`src/rtl/stream_pkg.sv`:
```
package stream_pkg;

    typedef enum logic [1:0] {
        ST_IDLE,
        ST_STREAM,
        ST_FLUSH
    } ctl_state_t;

    typedef enum logic {
        PH_A = 1'b0,
        PH_B = 1'b1
    } rd_phase_t;

endpackage

```
`src/rtl/stream_fifo.sv`:
```
module stream_fifo #(
    parameter int WIDTH = 16,
    parameter int DEPTH = 4
) (
    input  logic             clk,
    input  logic             rst_n,
    input  logic             push,
    input  logic [WIDTH-1:0] din,
    input  logic             pop,
    output logic [WIDTH-1:0] dout,
    output logic             full,
    output logic             empty
);
    localparam int PW = (DEPTH > 1) ? $clog2(DEPTH) : 1;
    localparam int CW = $clog2(DEPTH + 1);
    localparam logic [PW-1:0] LAST = PW'(DEPTH - 1);
    localparam logic [CW-1:0] FULLV = CW'(DEPTH);

    logic [WIDTH-1:0] slots [DEPTH];
    logic [PW-1:0]    wp_q, rp_q;
    logic [CW-1:0]    cnt_q;
    logic             do_push, do_pop;

    assign full    = (cnt_q == FULLV);
    assign empty   = (cnt_q == '0);
    assign do_push = push && !full;
    assign do_pop  = pop && !empty;
    assign dout    = slots[rp_q];

    always_ff @(posedge clk or negedge rst_n) begin
        if (!rst_n) begin
            wp_q  <= '0;
            rp_q  <= '0;
            cnt_q <= '0;
        end else begin
            if (do_push) wp_q <= (wp_q == LAST) ? '0 : wp_q + 1'b1;
            if (do_pop)  rp_q <= (rp_q == LAST) ? '0 : rp_q + 1'b1;
            cnt_q <= cnt_q + CW'(do_push) - CW'(do_pop);
        end
    end

    always_ff @(posedge clk) begin
        if (do_push) slots[wp_q] <= din;
    end
endmodule

```
`src/rtl/stream_rd_agu.sv`:
```
module stream_rd_agu import stream_pkg::*; #(
    parameter int ADDR_W = 16,
    parameter int CNT_W  = 8
) (
    input  logic              clk,
    input  logic              rst_n,
    input  logic              load,
    input  logic              run,
    input  logic [ADDR_W-1:0] base,
    input  logic [CNT_W-1:0]  count,
    input  logic [1:0]        slot_ok,
    input  logic              q_full,
    output logic              push,
    output logic [ADDR_W-1:0] push_addr,
    output logic              push_tag,
    output logic              finished
);
    logic [CNT_W-1:0] idx_q;
    rd_phase_t        phase_q;

    always_ff @(posedge clk or negedge rst_n) begin
        if (!rst_n) begin
            idx_q   <= '0;
            phase_q <= PH_A;
        end else if (load) begin
            idx_q   <= '0;
            phase_q <= PH_A;
        end else if (push) begin
            unique case (phase_q)
                PH_A: phase_q <= PH_B;
                PH_B: begin
                    phase_q <= PH_A;
                    idx_q   <= idx_q + 1'b1;
                end
            endcase
        end
    end

    always_comb begin
        finished  = (idx_q == count);
        push_tag  = (phase_q == PH_B);
        push      = run && !finished && !q_full && slot_ok[push_tag];
        push_addr = base + ADDR_W'(idx_q) + ADDR_W'(push_tag);
    end
endmodule

```
`src/rtl/stream_wr_agu.sv`:
```
module stream_wr_agu #(
    parameter int ADDR_W = 16,
    parameter int CNT_W  = 8
) (
    input  logic              clk,
    input  logic              rst_n,
    input  logic              load,
    input  logic              run,
    input  logic [ADDR_W-1:0] base,
    input  logic [CNT_W-1:0]  count,
    input  logic              q_full,
    input  logic              res_valid,
    output logic              res_ready,
    output logic              push,
    output logic [ADDR_W-1:0] push_addr,
    output logic              finished
);
    logic [CNT_W-1:0] cnt_q;

    always_ff @(posedge clk or negedge rst_n) begin
        if (!rst_n)    cnt_q <= '0;
        else if (load) cnt_q <= '0;
        else if (push) cnt_q <= cnt_q + 1'b1;
    end

    always_comb begin
        finished  = (cnt_q == count);
        res_ready = run && !finished && !q_full;
        push      = res_ready && res_valid;
        push_addr = base + ADDR_W'(cnt_q);
    end
endmodule

```
`src/rtl/stream_arbiter.sv`:
```
module stream_arbiter (
    input  logic clk,
    input  logic rst_n,
    input  logic rd_valid,
    input  logic wr_valid,
    output logic rd_grant,
    output logic wr_grant
);
    logic last_wr_q;

    always_comb begin
        rd_grant = rd_valid && (!wr_valid || last_wr_q);
        wr_grant = wr_valid && (!rd_valid || !last_wr_q);
    end

    always_ff @(posedge clk or negedge rst_n) begin
        if (!rst_n)                     last_wr_q <= 1'b0;
        else if (rd_grant || wr_grant)  last_wr_q <= wr_grant;
    end
endmodule

```
`src/rtl/stream_mem_unit.sv`:
```
module stream_mem_unit import stream_pkg::*; #(
    parameter int ADDR_W     = 16,
    parameter int DATA_W     = 16,
    parameter int CNT_W      = 8,
    parameter int REQ_DEPTH  = 4,
    parameter int DATA_DEPTH = 4
) (
    input  logic              clk,
    input  logic              rst_n,
    input  logic              start,
    input  logic [ADDR_W-1:0] cfg_base_in,
    input  logic [ADDR_W-1:0] cfg_base_out,
    input  logic [CNT_W-1:0]  cfg_count,
    output logic              busy,
    output logic              done,
    output logic              mem_req_valid,
    output logic              mem_req_write,
    output logic [ADDR_W-1:0] mem_req_addr,
    output logic [DATA_W-1:0] mem_req_wdata,
    output logic              mem_req_tag,
    input  logic              mem_rsp_valid,
    input  logic              mem_rsp_tag,
    input  logic [DATA_W-1:0] mem_rsp_data,
    output logic              dp_in_valid,
    input  logic              dp_in_ready,
    output logic [DATA_W-1:0] dp_in_a,
    output logic [DATA_W-1:0] dp_in_b,
    input  logic              dp_out_valid,
    output logic              dp_out_ready,
    input  logic [DATA_W-1:0] dp_out_data
);
    localparam int CRED_W = $clog2(DATA_DEPTH + 1);
    localparam int RQ_W   = ADDR_W + 1;
    localparam int WQ_W   = ADDR_W + DATA_W;
    localparam logic [CRED_W-1:0] CRED_MAX = CRED_W'(DATA_DEPTH);

    ctl_state_t        state_q, state_d;
    logic              done_q;
    logic              load, run;
    logic [ADDR_W-1:0] base_in_q, base_out_q;
    logic [CNT_W-1:0]  count_q;

    logic              rd_push, rd_tag, rd_finished;
    logic [ADDR_W-1:0] rd_addr;
    logic [RQ_W-1:0]   rq_head;
    logic              rq_full, rq_empty;

    logic              wq_push, wr_finished;
    logic [ADDR_W-1:0] wq_addr;
    logic [WQ_W-1:0]   wq_head;
    logic              wq_full, wq_empty;

    logic              rd_avail, wr_avail, rd_grant, wr_grant;
    logic              dp_pop;
    logic [1:0]        slot_ok, dfifo_push, dfifo_full, dfifo_empty;
    logic [DATA_W-1:0] dfifo_dout [2];
    logic [CRED_W-1:0] cred_q [2];

    // configuration capture
    always_ff @(posedge clk or negedge rst_n) begin
        if (!rst_n) begin
            base_in_q  <= '0;
            base_out_q <= '0;
            count_q    <= '0;
        end else if (load) begin
            base_in_q  <= cfg_base_in;
            base_out_q <= cfg_base_out;
            count_q    <= cfg_count;
        end
    end

    // state register
    always_ff @(posedge clk or negedge rst_n) begin
        if (!rst_n) begin
            state_q <= ST_IDLE;
            done_q  <= 1'b0;
        end else begin
            state_q <= state_d;
            done_q  <= (state_q == ST_FLUSH) && (state_d == ST_IDLE);
        end
    end

    // next state
    always_comb begin
        state_d = state_q;
        unique case (state_q)
            ST_IDLE:   if (start) state_d = ST_STREAM;
            ST_STREAM: if (rd_finished && wr_finished) state_d = ST_FLUSH;
            ST_FLUSH:  if (rq_empty && wq_empty) state_d = ST_IDLE;
            default:   state_d = ST_IDLE;
        endcase
    end

    // outputs of the controller
    always_comb begin
        busy = (state_q != ST_IDLE);
        done = done_q;
        load = (state_q == ST_IDLE) && start;
        run  = (state_q == ST_STREAM);
    end

    stream_rd_agu #(.ADDR_W(ADDR_W), .CNT_W(CNT_W)) u_rd_agu (
        .clk(clk), .rst_n(rst_n), .load(load), .run(run),
        .base(base_in_q), .count(count_q), .slot_ok(slot_ok), .q_full(rq_full),
        .push(rd_push), .push_addr(rd_addr), .push_tag(rd_tag),
        .finished(rd_finished)
    );

    stream_fifo #(.WIDTH(RQ_W), .DEPTH(REQ_DEPTH)) u_req_q (
        .clk(clk), .rst_n(rst_n), .push(rd_push), .din({rd_tag, rd_addr}),
        .pop(rd_grant), .dout(rq_head), .full(rq_full), .empty(rq_empty)
    );

    stream_wr_agu #(.ADDR_W(ADDR_W), .CNT_W(CNT_W)) u_wr_agu (
        .clk(clk), .rst_n(rst_n), .load(load), .run(run),
        .base(base_out_q), .count(count_q), .q_full(wq_full),
        .res_valid(dp_out_valid), .res_ready(dp_out_ready),
        .push(wq_push), .push_addr(wq_addr), .finished(wr_finished)
    );

    stream_fifo #(.WIDTH(WQ_W), .DEPTH(REQ_DEPTH)) u_wr_q (
        .clk(clk), .rst_n(rst_n), .push(wq_push), .din({wq_addr, dp_out_data}),
        .pop(wr_grant), .dout(wq_head), .full(wq_full), .empty(wq_empty)
    );

    assign rd_avail = !rq_empty;
    assign wr_avail = !wq_empty;

    stream_arbiter u_arb (
        .clk(clk), .rst_n(rst_n), .rd_valid(rd_avail), .wr_valid(wr_avail),
        .rd_grant(rd_grant), .wr_grant(wr_grant)
    );

    always_comb begin
        mem_req_valid = rd_grant || wr_grant;
        mem_req_write = wr_grant;
        mem_req_addr  = wr_grant ? wq_head[WQ_W-1:DATA_W] : rq_head[ADDR_W-1:0];
        mem_req_wdata = wq_head[DATA_W-1:0];
        mem_req_tag   = rd_grant && rq_head[RQ_W-1];
    end

    assign dp_in_valid = !dfifo_empty[0] && !dfifo_empty[1];
    assign dp_pop      = dp_in_valid && dp_in_ready;
    assign dp_in_a     = dfifo_dout[0];
    assign dp_in_b     = dfifo_dout[1];

    for (genvar s = 0; s < 2; s++) begin : g_stream
        logic inc;
        assign inc          = rd_push && (rd_tag == s[0]);
        assign slot_ok[s]   = (cred_q[s] < CRED_MAX);
        assign dfifo_push[s] = mem_rsp_valid && (mem_rsp_tag == s[0]);

        always_ff @(posedge clk or negedge rst_n) begin
            if (!rst_n) cred_q[s] <= '0;
            else        cred_q[s] <= cred_q[s] + CRED_W'(inc) - CRED_W'(dp_pop);
        end

        stream_fifo #(.WIDTH(DATA_W), .DEPTH(DATA_DEPTH)) u_data_q (
            .clk(clk), .rst_n(rst_n), .push(dfifo_push[s]), .din(mem_rsp_data),
            .pop(dp_pop), .dout(dfifo_dout[s]), .full(dfifo_full[s]),
            .empty(dfifo_empty[s])
        );
    end
endmodule

```
`config.mk`:
```
export PLATFORM = sky130hd
export DESIGN_NAME = stream_mem_unit
export DESIGN_NICKNAME = d
export VERILOG_FILES = /design/src/rtl/stream_pkg.sv /design/src/rtl/stream_fifo.sv /design/src/rtl/stream_rd_agu.sv /design/src/rtl/stream_wr_agu.sv /design/src/rtl/stream_arbiter.sv /design/src/rtl/stream_mem_unit.sv
export SDC_FILE = /design/constraint.sdc
export NUM_CORES = 1
export LEC_CHECK = 0
export BUFFER_PORTS_ARGS = -buffer_cell sky130_fd_sc_hd__buf_2
export CORE_ASPECT_RATIO = 2
export CORE_MARGIN = 2
export CORE_UTILIZATION = 50
export CTS_CLUSTER_SIZE = 14
export DETAILED_ROUTE_END_ITERATION = 8
export HOLD_SLACK_MARGIN = 0.02
export PLACE_DENSITY = 0.81
export SETUP_SLACK_MARGIN = 0.05
export SLEW_MARGIN = 25
export SYNTH_ARGS = -nofsm -noshare
export SYNTH_HDL_FRONTEND = slang
export SYNTH_SLANG_ARGS = --single-unit
```
`constraint.sdc`:
```
create_clock -name clk -period 3.7 [get_ports clk]
set_clock_uncertainty 0.1 [all_clocks]
set_input_delay 0 -clock clk [delete_from_list [all_inputs] [get_ports clk]]
set_output_delay 0 -clock clk [all_outputs]
set_load 0.1 [all_outputs]
```
==> impl_metrics.json <==
{
  "min_from": "dp_out_valid",
  "yosys_most_used_dff": "edfxtp_1",
  "clk_latency_ns": 0.56,
  "yosysSeqAreaShare_pct": 69.2,
  "start_util_pct": 50.9,
  "timing.slew.headroom_pct": 31.3,
  "regArea_mm2": 0.0121,
  "crit_cells": 8,
  "syn-num-nets": 1205,
  "required_ns": 4.02,
  "worst_slack_ns": 0.775,
  "crit_type": "flip-flop to flip-flop",
  "slew_viol_final": 0,
  "min_period_ns": 2.93,
  "cp_common_cell": "ha_1",
  "path_clk_slew_ns": 0.07,
  "io_pins": 150,
  "cts_root_buf": "clkbuf_16",
  "drt-total-wl_mm": 38.0,
  "drtPass1Iterations": 7,
  "drive_above_1_share_pct": 24.0,
  "path_cells": "xor2_1 -> nor4_1 -> a21oi_1 -> nand2_1 -> ha_1 -> inv_1 -> ha_1 -> fa_1",
  "post-route-drc-count": 0,
  "vias": 9900,
  "avgSynthCellArea_um2": 16.4,
  "synth_edf_count": 324,
  "cpPeakStageDelay_ns": 0.68,
  "finalHoldViolCount": 0,
  "multi_input_area_mm2": 0.00504,
  "die_w_um": 136,
  "syn_area_mm2": 0.0175,
  "yosys_warnings": 0,
  "critPathLaunchType": "flip-flop",
  "outcome": "finished, final reports clean",
  "track_usage_pct": 21.6,
  "rr_startpoint": "u_rd_agu.idx_q[4]$_DFFE_PN0P_",
  "cts_tree": "built",
  "rows": 96,
  "cts_buffers": 38,
  "n_fill_cell": 2459,
  "worst-path-buf-inv": 1,
  "synth_cell_types": 52,
  "hold_class": "input pin to flip-flop",
  "synth-seq-cells": 419,
  "dieArea_mm2": 0.0366,
  "final_nets": 1457,
  "drt_iter0_markers": 509,
  "yosysTopAreaCell": "edfxtp_1",
  "setup_tns_ns": 0,
  "cts_sinks": 419,
  "period_share_pct": 79.1,
  "max_cap_violations": 0,
  "ant_nets": 0,
  "final_common_cell": "edfxtp_1",
  "layout_common_cells": "324 x edfxtp_1, 166 x nand2_1, 148 x buf_2",
  "synth.area.top_cells": "edfxtp_1 56%, dfrtp_1 14%, mux4_2 10%",
  "r2r_cells": 8,
  "synth_cells": 1068,
  "h-tree-depth": 2,
  "wl_per_cell_um": 21.2,
  "gr-total-overflow": 0,
  "tightest_slew_ns": 1.03,
  "areaGrowthSynthToFinish_pct": 18.6,
  "grt_max_degree": 74,
  "cts_buffer_depth": 3,
  "pre_cts_ws_ns": 0.780,
  "grt_pass1_wl_mm": 59.0,
  "drt-vias-per-instance": 5.54,
  "port_buffers": 149,
  "setup_viol": 0,
  "fmax_ghz": 0.342,
  "worstHoldPathCells": 3,
  "core_area_mm2": 0.0344,
  "die_y_um": 268,
  "rsz0062_at_grt": "no",
  "critPathArrivalTime_ns": 3.25,
  "async_flop_share_pct": 22.7,
  "place_hpwl_mm": 26.1,
  "synthDominantCellAreaShare_pct": 55.6,
  "grt_pass1_vias": 10600,
  "setup.worst_path.start": "u_rd_agu.idx_q[4]$_DFFE_PN0P_",
  "critPathMaxFanout": 5,
  "worst_setup_path_end_kind": "flip-flop",
  "cp_slowest_cell": "nor4_1",
  "cp_top_family": "simple AND/OR/NAND/NOR gates",
  "grt_antenna_before_repair": 5,
  "gp_congestion": 0.817
}
[sequential cells by signal, summed over array words and instances (netlist names), 3 cells and up]
signal / cells
u_req_q.cnt_q: 3
cred_q: 6
u_wr_q.slots: 128
g_stream.u_data_q.wp_q: 4
base_in_q: 16
g_stream.u_data_q.cnt_q: 6
g_stream.u_data_q.slots: 128
u_rd_agu.idx_q: 8
base_out_q: 16
u_wr_agu.cnt_q: 8
u_wr_q.cnt_q: 3
count_q: 8
g_stream.u_data_q.rp_q: 4
u_req_q.slots: 68
[routing by layer]
metal,up-vias,wire (µm),GRT usage [%]
met5,-,27,0
met2,356,21000,41.0
met1,4964,12800,21.9
li1,4473,-,-
met3,103,2190,4.29
met4,4,1990,10.6
[cells in the mapped netlist, drive strengths merged, types with 3 or more instances]
library cell,instances
mux2,16
nor3,10
o31ai,4
a211oi,5
xor2,23
nand2b,4
nand3,9
nand4,8
or3,4
nor2,27
a21oi,13
dfrtp,95
buf,12
o21ai,22
nor3b,4
clkbuf,24
nor2b,4
mux2i,8
ha,49
inv,52
mux4,81
and2,22
a31o,3
a21o,5
edfxtp,324
xnor2,33
and3,3
nor4,3
fa,9
o21a,6
nand2,166
[final cells by class]
cell class	count	area share [%]
Inverter	52	0.941
Sequential cell	419	58.4
Multi-Input combinational cell	561	24.3
Clock inverter	11	0.621
Clock buffer	53	4.96
Antenna cell	3	0.0362
Timing Repair Buffer	248	8.15
Tap cell	441	2.66
[per-stage QoR]
| stage | hold slack [ns] | cell area [µm²] | util, % | cells |
|---|---|---|---|---|
| final | 0.0389 | 20700 | 60.4 | 1788 |
| after global routing | 0.0326 | 20700 | 60.4 | 1788 |
| after detailed placement | 0.0955 | 18800 | 54.7 | 1643 |
| after floorplan | -0.396 | 17500 | - | 1068 |
| after CTS | 0.0220 | 20700 | 60.3 | 1784 |
| after global placement | 0.0896 | 18800 | 54.7 | 1643 |
[worst paths after layout]
| kind | endpoint | slack [ns] |
|---|---|---|
| setup reg to reg | cred_q[1]$_DFF_PN0_ | 0.77 |
| min in group asynchronous | base_in_q[11]$_DFFE_PN0P_ | 0.46 |
| setup / recovery | cred_q[1]$_DFF_PN0_ | 0.77 |
| max in group asynchronous | u_wr_agu.cnt_q[0]$_DFFE_PN0P_ | 2.19 |
| hold / removal | u_wr_q.cnt_q[0]$_DFF_PN0_ | 0.04 |
| hold reg to reg | cred_q[0]$_DFF_PN0_ | 0.38 |
[what timing repair did]
| action | in CTS | in global routing |
|---|---|---|
| endpoints found under the hold margin | 314 | 5 |
| setup buffers | 0 | 0 |
| hold buffers | 77 | 1 |
| resized for setup | 0 | 0 |
[tightest hold or removal path, cell delays in order]
cell      delay, ns
buf_2          0.09
o2111a_1       0.36
ha_1           0.20
[cells by family after synthesis]
kind of cell             after synthesis  synth area share [%]
XOR/XNOR                              56                  2.80
AO/OA/AOI/OAI                         73                  2.72
buffers and inverters                 88                  1.97
AND/OR/NAND/NOR                      269                  6.83
multiplexers                         105                  11.9
flip-flops                           419                  69.2
adder cells (fa/ha/maj)               58                  4.54
Power is not shown: default switching activity piles up to over one toggle a cycle in this logic, so the estimate is an artifact.
